$ cat src/rtl/muldiv_pkg.sv
package muldiv_pkg;

    typedef enum logic [2:0] {
        ST_IDLE,
        ST_PREP,
        ST_STEP,
        ST_POST,
        ST_DONE
    } md_state_e;

    typedef enum logic [1:0] {
        OP_UMUL = 2'b00,
        OP_SMUL = 2'b01,
        OP_UDIV = 2'b10,
        OP_SDIV = 2'b11
    } md_op_e;

    function automatic logic op_is_div(input logic [1:0] m);
        return m[1];
    endfunction

    function automatic logic op_is_signed(input logic [1:0] m);
        return m[0];
    endfunction

endpackage

$ cat src/rtl/muldiv_fsm.sv
module muldiv_fsm
    import muldiv_pkg::*;
#(
    parameter int W = 16
) (
    input  logic clk,
    input  logic rst,
    input  logic start,
    input  logic is_div,
    input  logic wide,
    input  logic divisor_zero,
    output logic accept,
    output logic load,
    output logic step,
    output logic post,
    output logic ready,
    output logic err
);
    localparam int CW = $clog2(2 * W) + 1;
    localparam logic [CW-1:0] LAST_WIDE   = CW'(2 * W - 1);
    localparam logic [CW-1:0] LAST_NARROW = CW'(W - 1);

    md_state_e       state_q, state_n;
    logic [CW-1:0]   cnt_q;
    logic            div0_hit;

    always_comb begin
        state_n  = state_q;
        accept   = 1'b0;
        load     = 1'b0;
        step     = 1'b0;
        post     = 1'b0;
        div0_hit = 1'b0;
        unique case (state_q)
            ST_IDLE, ST_DONE: begin
                if (start) begin
                    state_n = ST_PREP;
                    accept  = 1'b1;
                end
            end
            ST_PREP: begin
                if (is_div && divisor_zero) begin
                    state_n  = ST_DONE;
                    div0_hit = 1'b1;
                end else begin
                    state_n = ST_STEP;
                    load    = 1'b1;
                end
            end
            ST_STEP: begin
                step = 1'b1;
                if (cnt_q == '0) begin
                    state_n = ST_POST;
                end
            end
            ST_POST: begin
                post    = 1'b1;
                state_n = ST_DONE;
            end
            default: state_n = ST_IDLE;
        endcase
    end

    always_ff @(posedge clk) begin
        if (rst) begin
            state_q <= ST_IDLE;
        end else begin
            state_q <= state_n;
        end
    end

    always_ff @(posedge clk) begin
        if (rst) begin
            cnt_q <= '0;
        end else if (load) begin
            cnt_q <= (is_div && wide) ? LAST_WIDE : LAST_NARROW;
        end else if (step && cnt_q != '0) begin
            cnt_q <= cnt_q - 1'b1;
        end
    end

    always_ff @(posedge clk) begin
        if (rst) begin
            ready <= 1'b0;
            err   <= 1'b0;
        end else begin
            ready <= (state_n == ST_DONE);
            if (accept) begin
                err <= 1'b0;
            end else if (div0_hit) begin
                err <= 1'b1;
            end
        end
    end

    // reset forces ready low on the following edge
    p_ready_low_in_reset_r7: assert property (@(posedge clk) rst |=> !ready);

    // an accepted start always removes ready
    p_start_drops_ready_r6: assert property (
        @(posedge clk) disable iff (rst) accept |=> !ready);

    // an error is only reported with a completed operation
    p_err_with_ready_r8: assert property (
        @(posedge clk) disable iff (rst) err |-> ready);

    p_cnt_in_range: assert property (
        @(posedge clk) disable iff (rst) cnt_q <= LAST_WIDE);

endmodule

$ cat src/rtl/muldiv_sign.sv
module muldiv_sign #(
    parameter int W = 16
) (
    input  logic [1:0]     mode,
    input  logic           wide,
    input  logic [W-1:0]   hi,
    input  logic [W-1:0]   lo,
    input  logic [W-1:0]   b,
    output logic [2*W-1:0] mag_a,
    output logic [W-1:0]   mag_b,
    output logic           neg_main,
    output logic           neg_rem
);
    localparam int DW = 2 * W;

    logic           sgn, wdiv, a_neg, b_neg;
    logic [DW-1:0]  raw_a;

    always_comb begin
        sgn   = mode[0];
        wdiv  = mode[1] && wide;
        raw_a = wdiv ? {hi, lo} : {{W{1'b0}}, lo};
        a_neg = sgn && (wdiv ? hi[W-1] : lo[W-1]);
        b_neg = sgn && b[W-1];
        if (!a_neg) begin
            mag_a = raw_a;
        end else if (wdiv) begin
            mag_a = ~raw_a + 1'b1;
        end else begin
            mag_a = {{W{1'b0}}, ~lo + 1'b1};
        end
        mag_b    = b_neg ? (~b + 1'b1) : b;
        neg_main = a_neg ^ b_neg;
        neg_rem  = a_neg;
    end

endmodule

$ cat src/rtl/muldiv_engine.sv
module muldiv_engine #(
    parameter int W = 16
) (
    input  logic           clk,
    input  logic           rst,
    input  logic           load,
    input  logic           step,
    input  logic           is_div,
    input  logic           wide,
    input  logic [2*W-1:0] mag_a,
    input  logic [W-1:0]   mag_b,
    output logic [2*W-1:0] prod,
    output logic [W-1:0]   quo,
    output logic [W-1:0]   rem
);
    localparam int DW = 2 * W;

    logic [W-1:0]  hi_q, hi_n;
    logic [DW-1:0] lo_q, lo_n;
    logic [W-1:0]  dv_q;

    logic [W:0]    msum;
    logic [W:0]    shifted;
    logic [W-1:0]  diff;
    logic          fits;

    always_comb begin
        msum    = {1'b0, hi_q} + (lo_q[0] ? {1'b0, dv_q} : '0);
        shifted = {hi_q, lo_q[DW-1]};
        fits    = shifted >= {1'b0, dv_q};
        diff    = shifted[W-1:0] - dv_q;
        if (is_div) begin
            hi_n = fits ? diff : shifted[W-1:0];
            lo_n = {lo_q[DW-2:0], fits};
        end else begin
            hi_n = msum[W:1];
            lo_n = {{W{1'b0}}, msum[0], lo_q[W-1:1]};
        end
    end

    always_ff @(posedge clk) begin
        if (rst) begin
            hi_q <= '0;
            lo_q <= '0;
            dv_q <= '0;
        end else if (load) begin
            hi_q <= '0;
            dv_q <= mag_b;
            lo_q <= (is_div && !wide) ? {mag_a[W-1:0], {W{1'b0}}} : mag_a;
        end else if (step) begin
            hi_q <= hi_n;
            lo_q <= lo_n;
        end
    end

    assign prod = {hi_q, lo_q[W-1:0]};
    assign quo  = lo_q[W-1:0];
    assign rem  = hi_q;

    // restoring division keeps the partial remainder below the divisor
    p_rem_below_divisor_r3: assert property (
        @(posedge clk) disable iff (rst)
        ($past(step) && is_div) |-> (hi_q < dv_q));

endmodule

$ cat src/rtl/seq_muldiv.sv
module seq_muldiv
    import muldiv_pkg::*;
#(
    parameter int W = 16
) (
    input  logic             clk,
    input  logic             rst,
    input  logic             start,
    input  logic [1:0]       op_mode,
    input  logic             wide_div,
    input  logic [W-1:0]     dvd_hi,
    input  logic [W-1:0]     opa_lo,
    input  logic [W-1:0]     opb,
    output logic [2*W-1:0]   result,
    output logic             ready,
    output logic             div_err,
    output logic             zero_flag,
    output logic             neg_flag
);
    localparam int DW = 2 * W;

    logic [1:0]    mode_q;
    logic          wide_q;
    logic [W-1:0]  hi_q, lo_q, b_q;

    logic          accept, load, step, post;
    logic [DW-1:0] mag_a;
    logic [W-1:0]  mag_b;
    logic          neg_main, neg_rem;
    logic [DW-1:0] prod;
    logic [W-1:0]  quo, rem;

    logic [DW-1:0] prod_f;
    logic [W-1:0]  quo_f, rem_f;

    always_ff @(posedge clk) begin
        if (rst) begin
            mode_q <= OP_UMUL;
            wide_q <= 1'b0;
            hi_q   <= '0;
            lo_q   <= '0;
            b_q    <= '0;
        end else if (accept) begin
            mode_q <= op_mode;
            wide_q <= wide_div;
            hi_q   <= dvd_hi;
            lo_q   <= opa_lo;
            b_q    <= opb;
        end
    end

    muldiv_fsm #(.W(W)) fsm_i (
        .clk          (clk),
        .rst          (rst),
        .start        (start),
        .is_div       (op_is_div(mode_q)),
        .wide         (wide_q),
        .divisor_zero (b_q == '0),
        .accept       (accept),
        .load         (load),
        .step         (step),
        .post         (post),
        .ready        (ready),
        .err          (div_err)
    );

    muldiv_sign #(.W(W)) sign_i (
        .mode     (mode_q),
        .wide     (wide_q),
        .hi       (hi_q),
        .lo       (lo_q),
        .b        (b_q),
        .mag_a    (mag_a),
        .mag_b    (mag_b),
        .neg_main (neg_main),
        .neg_rem  (neg_rem)
    );

    muldiv_engine #(.W(W)) engine_i (
        .clk    (clk),
        .rst    (rst),
        .load   (load),
        .step   (step),
        .is_div (op_is_div(mode_q)),
        .wide   (wide_q),
        .mag_a  (mag_a),
        .mag_b  (mag_b),
        .prod   (prod),
        .quo    (quo),
        .rem    (rem)
    );

    always_comb begin
        prod_f = neg_main ? (~prod + 1'b1) : prod;
        quo_f  = neg_main ? (~quo + 1'b1) : quo;
        rem_f  = neg_rem  ? (~rem + 1'b1) : rem;
    end

    always_ff @(posedge clk) begin
        if (rst) begin
            result    <= '0;
            zero_flag <= 1'b0;
            neg_flag  <= 1'b0;
        end else if (accept) begin
            result    <= '0;
            zero_flag <= 1'b0;
            neg_flag  <= 1'b0;
        end else if (post) begin
            if (op_is_div(mode_q)) begin
                result    <= {quo_f, rem_f};
                zero_flag <= (quo_f == '0);
                neg_flag  <= quo_f[W-1];
            end else begin
                result    <= prod_f;
                zero_flag <= (prod_f == '0);
                neg_flag  <= prod_f[DW-1];
            end
        end
    end

    // error only for a divide whose captured divisor is zero
    p_err_cause_r8: assert property (
        @(posedge clk) disable iff (rst)
        div_err |-> (op_is_div(mode_q) && b_q == '0));

    // a completed result does not move while ready stays high
    p_result_held_r6: assert property (
        @(posedge clk) disable iff (rst)
        (ready && $past(ready)) |-> $stable(result));

    // zero flag agrees with the product or the quotient field
    p_zero_flag_r9: assert property (
        @(posedge clk) disable iff (rst)
        (ready && !div_err) |->
        (zero_flag == (op_is_div(mode_q) ? (result[DW-1:W] == '0) : (result == '0))));

    // sign flag agrees with the top bit of product or quotient
    p_sign_flag_r10: assert property (
        @(posedge clk) disable iff (rst)
        (ready && !div_err && op_is_signed(mode_q)) |-> (neg_flag == result[DW-1]));

endmodule

$ cat config.mk
export PLATFORM = sky130hd
export DESIGN_NAME = seq_muldiv
export DESIGN_NICKNAME = d
export VERILOG_FILES = /design/src/rtl/muldiv_pkg.sv /design/src/rtl/muldiv_fsm.sv /design/src/rtl/muldiv_sign.sv /design/src/rtl/muldiv_engine.sv /design/src/rtl/seq_muldiv.sv
export SDC_FILE = /design/constraint.sdc
export NUM_CORES = 1
export LEC_CHECK = 0
export BUFFER_PORTS_ARGS = -buffer_cell sky130_fd_sc_hd__buf_4
export CORE_MARGIN = 3
export CORE_UTILIZATION = 61
export CTS_CLUSTER_DIAMETER = 80
export CTS_CLUSTER_SIZE = 28
export DETAILED_ROUTE_END_ITERATION = 8
export HOLD_SLACK_MARGIN = 0.08
export PLACE_DENSITY = 0.82
export SETUP_SLACK_MARGIN = 0.5
export SLEW_MARGIN = 10
export SYNTH_ARGS = -nofsm -noshare
export SYNTH_HDL_FRONTEND = slang
export SYNTH_SLANG_ARGS = --single-unit
$ cat constraint.sdc
create_clock -name clk -period 5.7 [get_ports clk]
set_clock_uncertainty 0.2 [all_clocks]
set_input_delay 0.57 -clock clk [delete_from_list [all_inputs] [get_ports clk]]
set_output_delay 0.57 -clock clk [all_outputs]
set_load 0.05 [all_outputs]
# Word level (Yosys, flattened, before mapping)
# Index checks and enable logic that the tools add are counted.
[totals] regBits=160 out_inout_bits=36 inputBits=54 word_cells=88
[classes] reduce_logical=18 mux=33 addsub=9 bitwise=7 n_eq_ne=5 magnitude_cmp=1
[ops] op="2-to-1 mux 32 bit" count=9
[ops] op="2-to-1 mux 16 bit" count=6
[ops] op="adder 16 x 1 -> 16 bit (second input constant)" count=4
[ops] op="adder 32 x 1 -> 32 bit (second input constant)" count=2
[ops] op="NOT 16 bit" count=4
[ops] op="NOT 32 bit" count=2
[ops] op="zero test 16 bit" count=2
[ops] op="zero test 32 bit" count=1
[ops] op="adder 16 x 17 -> 17 bit" count=1
[ops] op="greater-or-equal comparator 17 x 16 -> 1 bit" count=1
[ops] op="subtractor 16 bit" count=1
[ops] op="2-to-1 mux 6 bit" count=2
[ops] op="one-hot mux 3 bit (4 select lines)" count=1
[ops] op="2-to-1 mux 1 bit" count=11
[ops] op="2-to-1 mux 3 bit" count=3
[ops] op="== test 3 x 2 -> 1 bit (second input constant)" count=2
[ops] op="== test 3 bit (second input constant)" count=2
[ops] op="logical AND 1 bit" count=6
[ops] op="zero test 6 bit" count=1
[ops] op="nonzero test 6 bit" count=1
[ops] op="OR reduction 2 bit" count=3
[ops] op="subtractor 6 x 1 -> 6 bit (second input constant)" count=1
[ops] op="2-to-1 mux 5 bit" count=1
[ops] op="nonzero test 2 bit" count=2
[ops] op="other kinds (4)" count=4

# Depth between registers and ports, before layout
[logic_depth] ltp_word=8 mapped_depth=13 ltp_nobuf=11

# Hierarchy
# A second synthesis with hierarchy kept.
[unflattened] cells_unflattened=1506 hier_area_um2=12044.1
[modules_own_cells] module="muldiv_engine" area_each_um2=5124.9 seq_area_each_um2=1281.2 n_inst=1 cells_each=652
[modules_own_cells] module="seq_muldiv" area_each_um2=5049.8 seq_area_each_um2=1681.6 n_inst=1 cells_each=603
[modules_own_cells] module="muldiv_sign" area_each_um2=1275.0 seq_area_each_um2=0.0 n_inst=1 cells_each=183
[modules_own_cells] module="muldiv_fsm" area_each_um2=594.3 seq_area_each_um2=220.2 n_inst=1 cells_each=68

# Least setup slack after synthesis
# No wires, ideal clock.
[synth_timing] kind="reg2reg" from="register engine_i.lo_q[0]" to="register engine_i.hi_q[14] (netlist: engine_i.rem[14])" setup_ps=117 synth_period_minus_slack_ps=3384 stages_incl_launch_ff=14 path_slack_ps=2316 t_required_ps=5383 path_buffers=2 arrival_time_ps=3067 path_cell_list="dfxtp_1 > clkbuf_1 > clkinv_1 > buf_1 > nor2_1 > ha_1 > a21oi_1 > o21ai_0 > nor3_1 > a21oi_1 > a31o_2 > a2111o_1 > a221oi_1 > and4b_1"
[synth_via] elab_chain_cells=3
[synth_lines] element="start: declaration" line_no="muldiv_engine.sv:19" source="logic [DW-1:0] lo_q, lo_n;"
[synth_lines] element="start signal: assignment" line_no="muldiv_engine.sv:49" source="lo_q <= (is_div && !wide) ? {mag_a[W-1:0], {W{1'b0}}} : mag_a;"
[synth_lines] element="start signal: assignment" line_no="muldiv_engine.sv:52" source="lo_q <= lo_n;"
[synth_lines] element="2-to-1 mux 16 bit" line_no="muldiv_engine.sv:28" source="msum = {1'b0, hi_q} + (lo_q[0] ? {1'b0, dv_q} : '0);"
[synth_lines] element="adder 16 x 17 -> 17 bit" line_no="muldiv_engine.sv:28"
[synth_lines] element="2-to-1 mux 16 bit" line_no="muldiv_engine.sv:32" source="if (is_div) begin"
[synth_lines] element="end signal: assignment" line_no="muldiv_engine.sv:51" source="hi_q <= hi_n;"
[synth_lines] element="end: declaration" line_no="muldiv_engine.sv:18" source="logic [W-1:0] hi_q, hi_n;"
# Every way passes these cells.
# A chain may end at the register's enable or synchronous reset.

# Worst setup path in the final report
# Ends and elaborated chain as after synthesis.

==> reports/results.ini <==
[run_status]
status = completed

[die]
coreArea_mm2 = 0.0174
die_y_um = 139
chipWidth_um = 139
start_util_pct = 62.6
ios = 90
rows = 48
fp.dieArea_mm2 = 0.0194

[layout]
num_antenna_cells = 0
seq_area_mm2 = 0.00319
drive_gt1_share_pct = 11.8
final_core_util_pct = 69.7
multi_input_area_mm2 = 0.00708
fill_cells = 1451
final_area_mm2 = 0.0121
area_growth_pct = 11.3
layout.nets = 1581

[timing]
fin_tns_setup_ns = 0
fin_crit_ns = 4.10
rsz0062_at_grt = false
drv_slew = 0
relSlewSlack_pct = 24.7
holdWs_ns = 0.178
fmax_mhz = 244
setup_viol = 0
finalCritPeriodShare_pct = 71.9
worst_pin_slew_ns = 1.13
hold_viol_final = 0

[synthesis]
syn_area_mm2 = 0.0109
synth_ff_type = dfxtp_1
synthCells = 1472
synth-edff-count = 0
synthTopCellsByArea = dfxtp_1 29%, nand2_1 8.5%, a21oi_1 7.8%
synth_warnings = 0
synth-seq-cells = 159
synth_cell_types = 78
syn_nets = 1566
yosysTopAreaCellShare_pct = 29.3
avgSynthCellArea_um2 = 7.38
synth_top_area_cell = dfxtp_1
ys_seq_area_share_pct = 29.3
ys_async_sr_fraction_pct = 0

[detailed_routing]
drt_iter0_markers = 1269
route.detailed.drc = 0
drt-vias-per-instance = 6.31
routedWlPerCell_um = 17.6
ant_nets = 0
first_pass_iters = 5
vias = 10900
totalWireLength_um = 30400

[cts]
numClockSinks = 159
worst_skew_pair.late_latency_ns = 0.44
cts_tree = yes
clkTransAtPathRegs_ns = 0.07
clk_path_buf_depth = 2
cts_hold_buf = 0
root_buffer = clkbuf_16
post-cts-setup-buffer-count = 0
cts_buffers = 17
htreeDepth = 4
cts_resized = 0

[setup_path]
timing.rr.start = engine_i.lo_q[0]
cp-end-kind = flop
ff2ff_setup_slack_ns = 1.60
ff2ff_path_depth = 11
cp.arrival_ns = 4.23
worstPathRequired_ns = 5.83
cp-start-kind = flop
critical_path.endpoint = engine_i.rem[14]
crit_path_start = engine_i.lo_q[0]
path_max_fanout = 18
timing.rr.end = engine_i.rem[14]
worstSetupPathType = reg -> reg

[global_routing]
grt_pass1_wl_um = 49400
grt_max_degree = 101
grt.total_usage_pct = 30.3
antenna_found_initial = 0
grt-ovfl-total = 0
grt_pass1_vias = 9955

[place]
post_dp_cell_area_mm2 = 0.0115
dpl.hpwl_um = 21300
place.gp.congestion = 0.963
portBuffers = 89

[power_and_ir_drop]
pwr-share-clk_pct = 33.4
p_int_uw = 2350
p_per_area_mw_per_mm2 = 306
power.leakage_uw = 0.00461
seqPwrFrac_pct = 35.8
p_sw_uw = 1350
p_comb_share_pct = 30.9
max-vdd-ir-drop_uv = 299
totalPowerFinal_uw = 3700
power.share.switching_pct = 36.4

[flow_run]
cap_violations = 0

[min_path]
min_path_type = in -> reg

-- worst max-delay path: stages, from the launching register on --
cell and delay, ns:
dfxtp_1 0.48, clkinv_1 0.51, nor2_1 0.35, ha_1 0.29, a211oi_1 0.28, nor2_1 0.12, o31ai_1 0.35, a21oi_1 0.17
a31o_2 0.31, a2111o_1 0.43, a221oi_1 0.28, and4b_1 0.22
-- kinds of logic after synthesis --
logic type | synth area share (%)
simple gates | 23.6
xor+xnor | 7.74
compound gates | 25.7
mux | 3.11
buf+inv | 5.73
fa+ha+maj | 4.74
flops | 29.3
-- through the flow --
step                worst slack (ns)  std cells
floorplan                       2.32       1472
global placement                1.85       1693
detailed placement              1.76       1693
CTS                             1.68       1725
global route                    1.32       1725
finish                          1.60       1725
-- area by class of cell --
cell class / instances / area share (%)
repair buffers: 105 / 6.52
inverters: 38 / 1.18
clock buffers: 19 / 3.66
multi-input cells: 1166 / 58.5
flip-flops and latches: 159 / 26.3
clock inverters: 13 / 1.46
well taps: 225 / 2.33
-- flip-flops by register name (all words and copies together) (netlist names), 2 cells and up --
| name | count |
|---|---|
| b_q | 16 |
| fsm_i.state_q | 3 |
| hi_q | 16 |
| engine_i.rem | 16 |
| mode_q | 2 |
| result | 32 |
| engine_i.lo_q | 32 |
| engine_i.dv_q | 16 |
| lo_q | 16 |
| fsm_i.cnt_q | 6 |
-- cell usage in the layout (no fill, tap or decap), drive strengths merged, types with 12 or more instances in the layout --
master / count
a211oi: 20
a21oi: 170
a311oi: 15
buf: 105
clkbuf: 19
dfxtp: 159
ha: 38
inv: 44
mux2i: 27
nand2: 248
nand3: 32
nand4: 12
nor2: 138
nor3: 29
nor4: 18
o211ai: 27
o21ai: 91
o31ai: 16
or3: 13
xnor2: 51
xor2: 45
-- cell usage after synthesis, drive strengths merged, types with 16 or more instances --
cell and count:
o21ai 91, nor3 29, ha 38, xnor2 51
o31ai 16, mux2i 27, nor2 138, a211oi 20
xor2 45, buf 20, nand2 248, o211ai 27
nand3 32, dfxtp 159, clkbuf 89, inv 37
nor4 18, a21oi 170
-- routing by layer --
layer / up-vias / GRT usage, % / wire length, µm
met5: - / 0 / 0
met4: 0 / 11.9 / 1030
met3: 89 / 5.05 / 2140
met2: 453 / 49.0 / 14000
met1: 5038 / 40.5 / 13200
li1: 5297 / - / -
-- power groups by stage --
stage | Sequential, µW | Combinational (µW) | Clock (µW)
floorplan | 1280 | 892 | 0
global placement | 1340 | 1090 | 0
detailed placement | 1340 | 1110 | 0
CTS | 1320 | 1120 | 1230
global route | 1340 | 1260 | 1280
finish | 1320 | 1140 | 1230
-- worst min path at each step --
stage	from	end	slack, ns	cells after the start
2_1_floorplan	hi_q[8]	hi_q[8]	0.24	2
4_1_cts	opb[15]	b_q[15]	0.17	3
3_3_place_gp	result[27]	result[27]	0.24	2
6_report	opb[4]	b_q[4]	0.18	3
5_1_grt	opb[4]	b_q[4]	0.17	3
3_5_place_dp	result[24]	result[24]	0.25	2
Power figures use the tool's default switching activity.
